**src/rtl/lane_pkg.sv**
```systemverilog
package lane_pkg;
  localparam int ADDR_W  = 32;
  localparam int BYTES   = 4;
  localparam int DATA_W  = 8 * BYTES;
  localparam int OFF_W   = $clog2(BYTES);
  localparam int DISP_W  = 16;
  localparam int WADDR_W = ADDR_W - OFF_W;

  // bit 1 selects byte size, bit 0 selects store
  typedef enum logic [1:0] {
    ACC_LW = 2'b00,
    ACC_SW = 2'b01,
    ACC_LB = 2'b10,
    ACC_SB = 2'b11
  } acc_kind_e;

  function automatic logic [ADDR_W-1:0] calc_eff(
    input logic [ADDR_W-1:0] base,
    input logic [DISP_W-1:0] disp
  );
    return base + {{(ADDR_W-DISP_W){disp[DISP_W-1]}}, disp};
  endfunction

  // big-endian: lane with offset g lives at bit position (BYTES-1-g)*8
  function automatic int lane_lsb(input int g);
    return (BYTES - 1 - g) * 8;
  endfunction

  function automatic logic [DATA_W-1:0] sext_byte(input logic [7:0] b);
    return {{(DATA_W-8){b[7]}}, b};
  endfunction
endpackage

```
**src/rtl/lane_addr_gen.sv**
```systemverilog
module lane_addr_gen
  import lane_pkg::*;
(
  input  logic                req_valid,
  input  logic [1:0]          acc_kind,
  input  logic [ADDR_W-1:0]   base_addr,
  input  logic [DISP_W-1:0]   disp_imm,
  output logic [WADDR_W-1:0]  word_addr,
  output logic [OFF_W-1:0]    byte_off,
  output logic                is_store,
  output logic                is_byte,
  output logic                misalign,
  output logic                access_ok
);
  logic [ADDR_W-1:0] eff_addr;

  always_comb begin
    eff_addr  = calc_eff(base_addr, disp_imm);
    word_addr = eff_addr[ADDR_W-1:OFF_W];
    byte_off  = eff_addr[OFF_W-1:0];
    is_store  = acc_kind[0];
    is_byte   = acc_kind[1];
    misalign  = req_valid && !is_byte && (byte_off != '0);
    access_ok = req_valid && !misalign;
  end
endmodule

```
**src/rtl/lane_store_path.sv**
```systemverilog
module lane_store_path
  import lane_pkg::*;
(
  input  logic              access_ok,
  input  logic              is_store,
  input  logic              is_byte,
  input  logic [OFF_W-1:0]  byte_off,
  input  logic [DATA_W-1:0] store_data,
  output logic              wr_en,
  output logic [BYTES-1:0]  byte_we,
  output logic [DATA_W-1:0] wr_data
);
  logic [BYTES-1:0] lane_hit;

  assign wr_en = access_ok && is_store;

  for (genvar g = 0; g < BYTES; g++) begin : g_lane
    localparam int LSB = lane_pkg::lane_lsb(g);
    assign lane_hit[g] = wr_en && (!is_byte || (byte_off == OFF_W'(g)));
    assign byte_we[BYTES-1-g] = lane_hit[g];
    assign wr_data[LSB +: 8] = !lane_hit[g] ? 8'h00 :
                               (is_byte ? store_data[7:0] : store_data[LSB +: 8]);
  end
endmodule

```
**src/rtl/lane_load_path.sv**
```systemverilog
module lane_load_path
  import lane_pkg::*;
(
  input  logic              clk,
  input  logic              rst_n,
  input  logic              rd_en,
  input  logic              is_byte,
  input  logic [OFF_W-1:0]  byte_off,
  input  logic [DATA_W-1:0] mem_rd_data,
  output logic              load_valid,
  output logic [DATA_W-1:0] load_result
);
  logic             pend_valid;
  logic             pend_byte;
  logic [OFF_W-1:0] pend_off;
  logic [7:0]       lane_byte [BYTES];
  logic [7:0]       picked;

  always_ff @(posedge clk or negedge rst_n) begin
    if (!rst_n) begin
      pend_valid <= 1'b0;
      pend_byte  <= 1'b0;
      pend_off   <= '0;
    end else begin
      pend_valid <= rd_en;
      pend_byte  <= rd_en && is_byte;
      pend_off   <= rd_en ? byte_off : '0;
    end
  end

  for (genvar g = 0; g < BYTES; g++) begin : g_lane
    assign lane_byte[g] = mem_rd_data[lane_pkg::lane_lsb(g) +: 8];
  end

  assign picked      = lane_byte[pend_off];
  assign load_valid  = pend_valid;
  assign load_result = !pend_valid ? '0 :
                       (pend_byte ? sext_byte(picked) : mem_rd_data);

  AST_LOAD_FOLLOWS_READ: assert property (@(posedge clk) disable iff (!rst_n)
    rd_en |=> load_valid);
  AST_NO_SPURIOUS_LOAD: assert property (@(posedge clk) disable iff (!rst_n)
    !rd_en |=> (!load_valid && load_result == '0));
endmodule

```
**src/rtl/lane_lsu.sv**
```systemverilog
module lane_lsu
  import lane_pkg::*;
(
  input  logic         clk,
  input  logic         rst_n,
  input  logic         req_valid,
  input  logic [1:0]   acc_kind,
  input  logic [31:0]  base_addr,
  input  logic [15:0]  disp_imm,
  input  logic [31:0]  store_data,
  output logic [29:0]  mem_word_addr,
  output logic         mem_wr_en,
  output logic [3:0]   mem_byte_we,
  output logic [31:0]  mem_wr_data,
  output logic         mem_rd_en,
  input  logic [31:0]  mem_rd_data,
  output logic         misalign,
  output logic         load_valid,
  output logic [31:0]  load_result
);
  logic [OFF_W-1:0] byte_off;
  logic             is_store;
  logic             is_byte;
  logic             access_ok;

  lane_addr_gen u_addr (
    .req_valid (req_valid),
    .acc_kind  (acc_kind),
    .base_addr (base_addr),
    .disp_imm  (disp_imm),
    .word_addr (mem_word_addr),
    .byte_off  (byte_off),
    .is_store  (is_store),
    .is_byte   (is_byte),
    .misalign  (misalign),
    .access_ok (access_ok)
  );

  lane_store_path u_store (
    .access_ok  (access_ok),
    .is_store   (is_store),
    .is_byte    (is_byte),
    .byte_off   (byte_off),
    .store_data (store_data),
    .wr_en      (mem_wr_en),
    .byte_we    (mem_byte_we),
    .wr_data    (mem_wr_data)
  );

  assign mem_rd_en = access_ok && !is_store;

  lane_load_path u_load (
    .clk         (clk),
    .rst_n       (rst_n),
    .rd_en       (mem_rd_en),
    .is_byte     (is_byte),
    .byte_off    (byte_off),
    .mem_rd_data (mem_rd_data),
    .load_valid  (load_valid),
    .load_result (load_result)
  );

  AST_MISALIGN_NO_ACCESS: assert property (@(posedge clk) disable iff (!rst_n)
    misalign |-> (!mem_wr_en && !mem_rd_en && mem_byte_we == 4'b0000));
  AST_BYTE_STORE_ONE_LANE: assert property (@(posedge clk) disable iff (!rst_n)
    (mem_wr_en && acc_kind == ACC_SB) |-> $countones(mem_byte_we) == 1);
  AST_WORD_STORE_ALL_LANES: assert property (@(posedge clk) disable iff (!rst_n)
    (mem_wr_en && acc_kind == ACC_SW) |-> mem_byte_we == 4'b1111);
  AST_IDLE_QUIET: assert property (@(posedge clk) disable iff (!rst_n)
    !req_valid |-> (!mem_wr_en && !mem_rd_en && !misalign && mem_byte_we == 4'b0000));
  AST_RD_WR_EXCLUSIVE: assert property (@(posedge clk) disable iff (!rst_n)
    !(mem_wr_en && mem_rd_en));
endmodule

```
**config.mk**
```make
export PLATFORM = sky130hd
export DESIGN_NAME = lane_lsu
export DESIGN_NICKNAME = d
export VERILOG_FILES = /design/src/rtl/lane_pkg.sv /design/src/rtl/lane_addr_gen.sv /design/src/rtl/lane_store_path.sv /design/src/rtl/lane_load_path.sv /design/src/rtl/lane_lsu.sv
export SDC_FILE = /design/constraint.sdc
export NUM_CORES = 1
export LEC_CHECK = 0
export BUFFER_PORTS_ARGS = -buffer_cell sky130_fd_sc_hd__buf_2
export CAP_MARGIN = 20
export CORE_MARGIN = 2
export CORE_UTILIZATION = 43
export CTS_CLUSTER_DIAMETER = 120
export DETAILED_ROUTE_END_ITERATION = 10
export HOLD_SLACK_MARGIN = 0.08
export PLACE_DENSITY = 0.84
export RECOVER_POWER = 25
export SLEW_MARGIN = 20
export SYNTH_ARGS = -nofsm -noshare
export SYNTH_HDL_FRONTEND = slang
export SYNTH_HIERARCHICAL = 1
export SYNTH_SLANG_ARGS = --single-unit
export TNS_END_PERCENT = 20
```
**constraint.sdc**
```tcl
create_clock -name clk -period 2.9 [get_ports clk]
set_input_delay 0.29 -clock clk [delete_from_list [all_inputs] [get_ports clk]]
set_output_delay 0.29 -clock clk [all_outputs]
set_load 0.01 [all_outputs]
```
* Yosys cells after proc, flatten, opt, wreduce, memory -nomap -nowiden
Index checks and enable logic that the tools add are counted.
** Word-level totals
- Output and inout bits :: 102
- Flip-flop bits (word level) :: 4
- Input port bits :: 117
** Operators by class
- Magnitude comparators :: 1
- Bitwise operators :: 1
- Multiplexer cells :: 13
- Equal/unequal tests :: 3
- Add/subtract/negate cells :: 1
- Reduce and logical (&&, ||, !) cells :: 19
** Operator list (count)
- 8-bit 2-to-1 mux :: 9
- 32-bit 2-to-1 mux :: 2
- 32-bit adder :: 1
- 8-bit binary-select mux with 2-bit select :: 1
- 1-bit logical AND :: 10
- 2-bit equality test (second input constant) :: 2
- 1-bit logical OR :: 4
- 3-bit greater-or-equal comparator (second input constant) :: 1
- 1-bit zero test :: 3
- 2-bit NOT with 3-bit output :: 1
- 2-bit by 1-bit equality test with 1-bit output (second input constant) :: 1
- 2-bit zero test :: 1
- 2-bit 2-to-1 mux :: 1
- 2-bit nonzero test :: 1

* Depth between registers and ports, before layout
- Depth after elaboration :: 8
- Depth in mapped cells :: 9

* Hierarchy
The synthesis kept the hierarchy.
** Modules (own cells, without submodules)
- lane_addr_gen :: times used 1, area an instance 1780.5 um^2, sequential area each 0.0 um^2, cells an instance 238
- lane_load_path :: times used 1, area an instance 674.4 um^2, sequential area each 100.1 um^2, cells an instance 77
- lane_store_path :: times used 1, area an instance 609.3 um^2, sequential area each 0.0 um^2, cells an instance 77
- lane_lsu :: times used 1, area an instance 13.8 um^2, sequential area each 0.0 um^2, cells an instance 1

* Worst setup path before layout
Ideal clock, no wire load.
- Kind :: input port to output port
- Start point :: in base_addr[0]
- End point :: out mem_word_addr[24]
- Cell stages on the path :: 9
- Slack :: 0.341 ns
- Buffers on the path :: 0
- Arrival :: 2.269 ns
- Cells stage by stage :: ha_1 > fa_1 > a21o_1 > a31o_2 > nand2_1 > o221ai_1 > a311o_1 > a21oi_2 > xnor2_1
** On the way
- Word-level cells in the longest chain between the ends :: 1
** RTL lines
- from (decl) :: line lane_lsu.sv:8 : input logic [31:0] base_addr,
- 32-bit adder :: line lane_pkg.sv:21 : return base + {{(ADDR_W-DISP_W){disp[DISP_W-1]}}, disp};
- to (decl) :: line lane_lsu.sv:11 : output logic [29:0] mem_word_addr,
Every way passes these cells.

* Worst setup path after layout
- Start point :: in disp_imm[15]
- End point :: out mem_word_addr[24]
** On the way
- Word-level cells in the longest chain between the ends :: 1
** RTL lines
- from (decl) :: line lane_lsu.sv:9 : input logic [15:0] disp_imm,
- 32-bit adder :: line lane_pkg.sv:21
Every way passes these cells.

==> results.json <==
{
  "rows": 30,
  "syn_avg_cell_area_sq_um": 7.83,
  "status": "complete, no violations",
  "drtAntennaViolNets": 0,
  "maxSlewViolCount": 0,
  "nets": 755,
  "htree_levels": 1,
  "dpl.hpwl_microns": 9150,
  "syn-instance-count": 393,
  "cp-end-kind": "primary output",
  "numCtsBuffers": 3,
  "area_growth_pct": 39.7,
  "post-route-period-util_pct": 99.1,
  "critPathMaxFanout": 9,
  "min_period_ns": 2.87,
  "path_delay_family": "compound AO/OA/AOI/OAI gates",
  "ir_worst_vdd_mv": 0.145,
  "crit_path_start_kind": "input port",
  "clk_path_buf_depth": 2,
  "cp.arrival_ns": 2.58,
  "wirelength_microns": 11200,
  "drive_gt1_share_pct": 42.1,
  "start_util_pct": 44.8,
  "syn_nets": 542,
  "max_cap_violations": 0,
  "wl_per_cell_microns": 15.9,
  "dieArea_sq_um": 7850,
  "io_pins": 219,
  "path_cells": "buf_2, ha_1, and3_4, a211o_1, o311ai_4, o21ai_1, a311o_1, a21oi_2, xnor2_1, buf_2",
  "fp.dieH_microns": 88.6,
  "worst_slew_pin_slew_ns": 0.867,
  "ys_async_sr_fraction_pct": 100,
  "vias": 3995,
  "first_pass_iters": 5,
  "numClockSinks": 4,
  "overflow": 0,
  "port_buffers": 218,
  "clk_pin_slew_worst_paths_ns": 0.03,
  "grt_max_degree": 38,
  "hold_ws_ns": 0.290,
  "yosysWarnings": 6,
  "place_area_sq_um": 4240,
  "seq_area_frac_synth_pct": 3.25,
  "fillers": 627,
  "clock.fmax_ghz": 0.348,
  "grt_use_total_pct": 25.7,
  "via_per_inst": 5.70,
  "rsz0062_at_grt": "true",
  "synth_edf_count": 0,
  "leakagePower_nw": 2.43,
  "antenna_found_initial": 1,
  "postLayoutCellArea_sq_um": 4300,
  "hp-class": "input port to flop",
  "grt_pass1_wl_microns": 16400,
  "crit_required_ns": 2.61,
  "max_slew_margin_pct": 42.2,
  "cp_slowest_cell": "ha_1",
  "cp_common_cell": "buf_2",
  "yosys_most_used_dff": "dfrtp_1",
  "ys_seq_elements": 4,
  "remaining_drc_errors": 0,
  "gp_congestion": 0.967,
  "tritoncts": "built",
  "yosys.cell_types.count": 66,
  "coreArea_sq_um": 6870,
  "setup_viol": 0,
  "syn-cell-area_sq_um": 3080,
  "die_w_microns": 88.6,
  "initialDrtViolationCount": 237,
  "critPathMaxStageDelay_ns": 0.35,
  "crit_type": "input port to primary output",
  "cts_root_buffer": "clkbuf_8",
  "grt_pass1_vias": 3637,
  "hold_viol_final": 0,
  "power_density_nw_per_um2": 258,
  "path_buf_inv": 2
}
per-layer routing:
layer / GRT usage (%) / vias to the layer above / part of all wire (%)
met5: 0 / - / 0
met4: 7.16 / 0 / 0.95
met3: 3.54 / 16 / 7.0
met2: 48.1 / 198 / 50
met1: 30.3 / 1835 / 42
li1: - / 1946 / -
registers in the layout, indices dropped and copies added, names as in the netlist:
| name | cells |
|---|---|
| u_load/pend_off | 2 |
| u_load/load_valid | 1 |
| u_load/pend_byte | 1 |
Yosys cell counts, types with 4 or more instances:
master	count	share of area (%)
a21o_1	40	9.8
nor2_1	14	1.7
nand2b_1	4	0.81
nand4_1	6	1.2
xor2_1	12	3.4
a21oi_1	29	4.7
nor3b_1	11	2.7
and2_1	4	0.81
buf_2	9	1.5
inv_1	5	0.61
ha_1	31	13
mux2i_1	33	11
o21ai_0	11	1.8
xnor2_1	16	4.6
a21o_2	7	2.0
nand3b_1	9	2.2
o221ai_1	9	2.6
nor3_1	11	1.8
a22oi_1	7	1.7
nand3_1	8	1.3
dfrtp_1	4	3.3
nor2b_1	4	0.81
nand2_1	20	2.4
clkbuf_1	11	1.3
a211oi_1	18	4.4
through the flow:
stage                     instances  power [mW]  setup slack (ns)  setup TNS (ns)  util (%)
after floorplan                 393       0.635             0.341               0         -
after global placement          696       0.949            0.0414               0      61.7
after detailed placement        696       0.970           -0.0103         -0.0103      61.7
after CTS                       700        1.10            0.0552               0      62.6
after global routing            701        1.20           -0.0431         -0.0941      62.6
final                           701        1.11            0.0253               0      62.6
layout make-up:
| type | instances | area, sq um | share of cell area, % |
|---|---|---|---|
| multi-input combinational | 352 | 2770 | 64.4 |
| timing repair buffer | 240 | 1250 | 29.0 |
| tap | 96 | 120 | 2.79 |
| sequential | 4 | 100 | 2.33 |
| clock buffer | 3 | 41.3 | 0.960 |
| inverter | 5 | 18.8 | 0.437 |
| antenna | 1 | 2.50 | 0.0582 |
layout by cell type, fill, tap and decap left out, types with 11 or more instances in the layout:
master    instances
a21o_1           40
ha_1             31
clkbuf_1         16
mux2i_1          33
buf_2           203
a21oi_1          27
xnor2_1          16
nand2_1          20
a211oi_1         18
nor3_1           11
nor2_1           14
buf_4            19
xor2_1           12
logic make-up (layout without fill, tap and decap cells):
kind of cell    count (synthesis)  in the layout  share of synthesized area (%)
simple gates                  104            104                           19.1
xor+xnor                       28             28                           7.97
other cells                     0              1                              0
flops                           4              4                           3.25
buf+inv                        37            248                           7.76
fa+ha+maj                      32             32                           13.3
compound gates                154            154                           37.2
mux                            34             34                           11.5
report_power, final:
group / internal (mW) / switching, mW
Sequential: 0.0591 / 0.00468
Clock: 0.0884 / 0.0274
Combinational: 0.414 / 0.515
final timing paths:
check,startpoint,endpoint,slack [ns],cells after the start
setup / recovery,disp_imm[15],mem_word_addr[24],0.03,10
hold / removal,acc_kind[0],u_load/load_valid,0.29,2
max in group asynchronous,rst_n,u_load/pend_off[1],2.28,2
min in group asynchronous,rst_n,u_load/load_valid,0.45,2
what timing repair did:
action	in CTS	in global routing
hold buffers	1	0
setup endpoints to repair	1	5
pin swaps	0	2
resized for setup	1	8
hold endpoints to repair	4	0
buffers inserted	0	0
No activity file was read; power rests on OpenSTA's default activity.
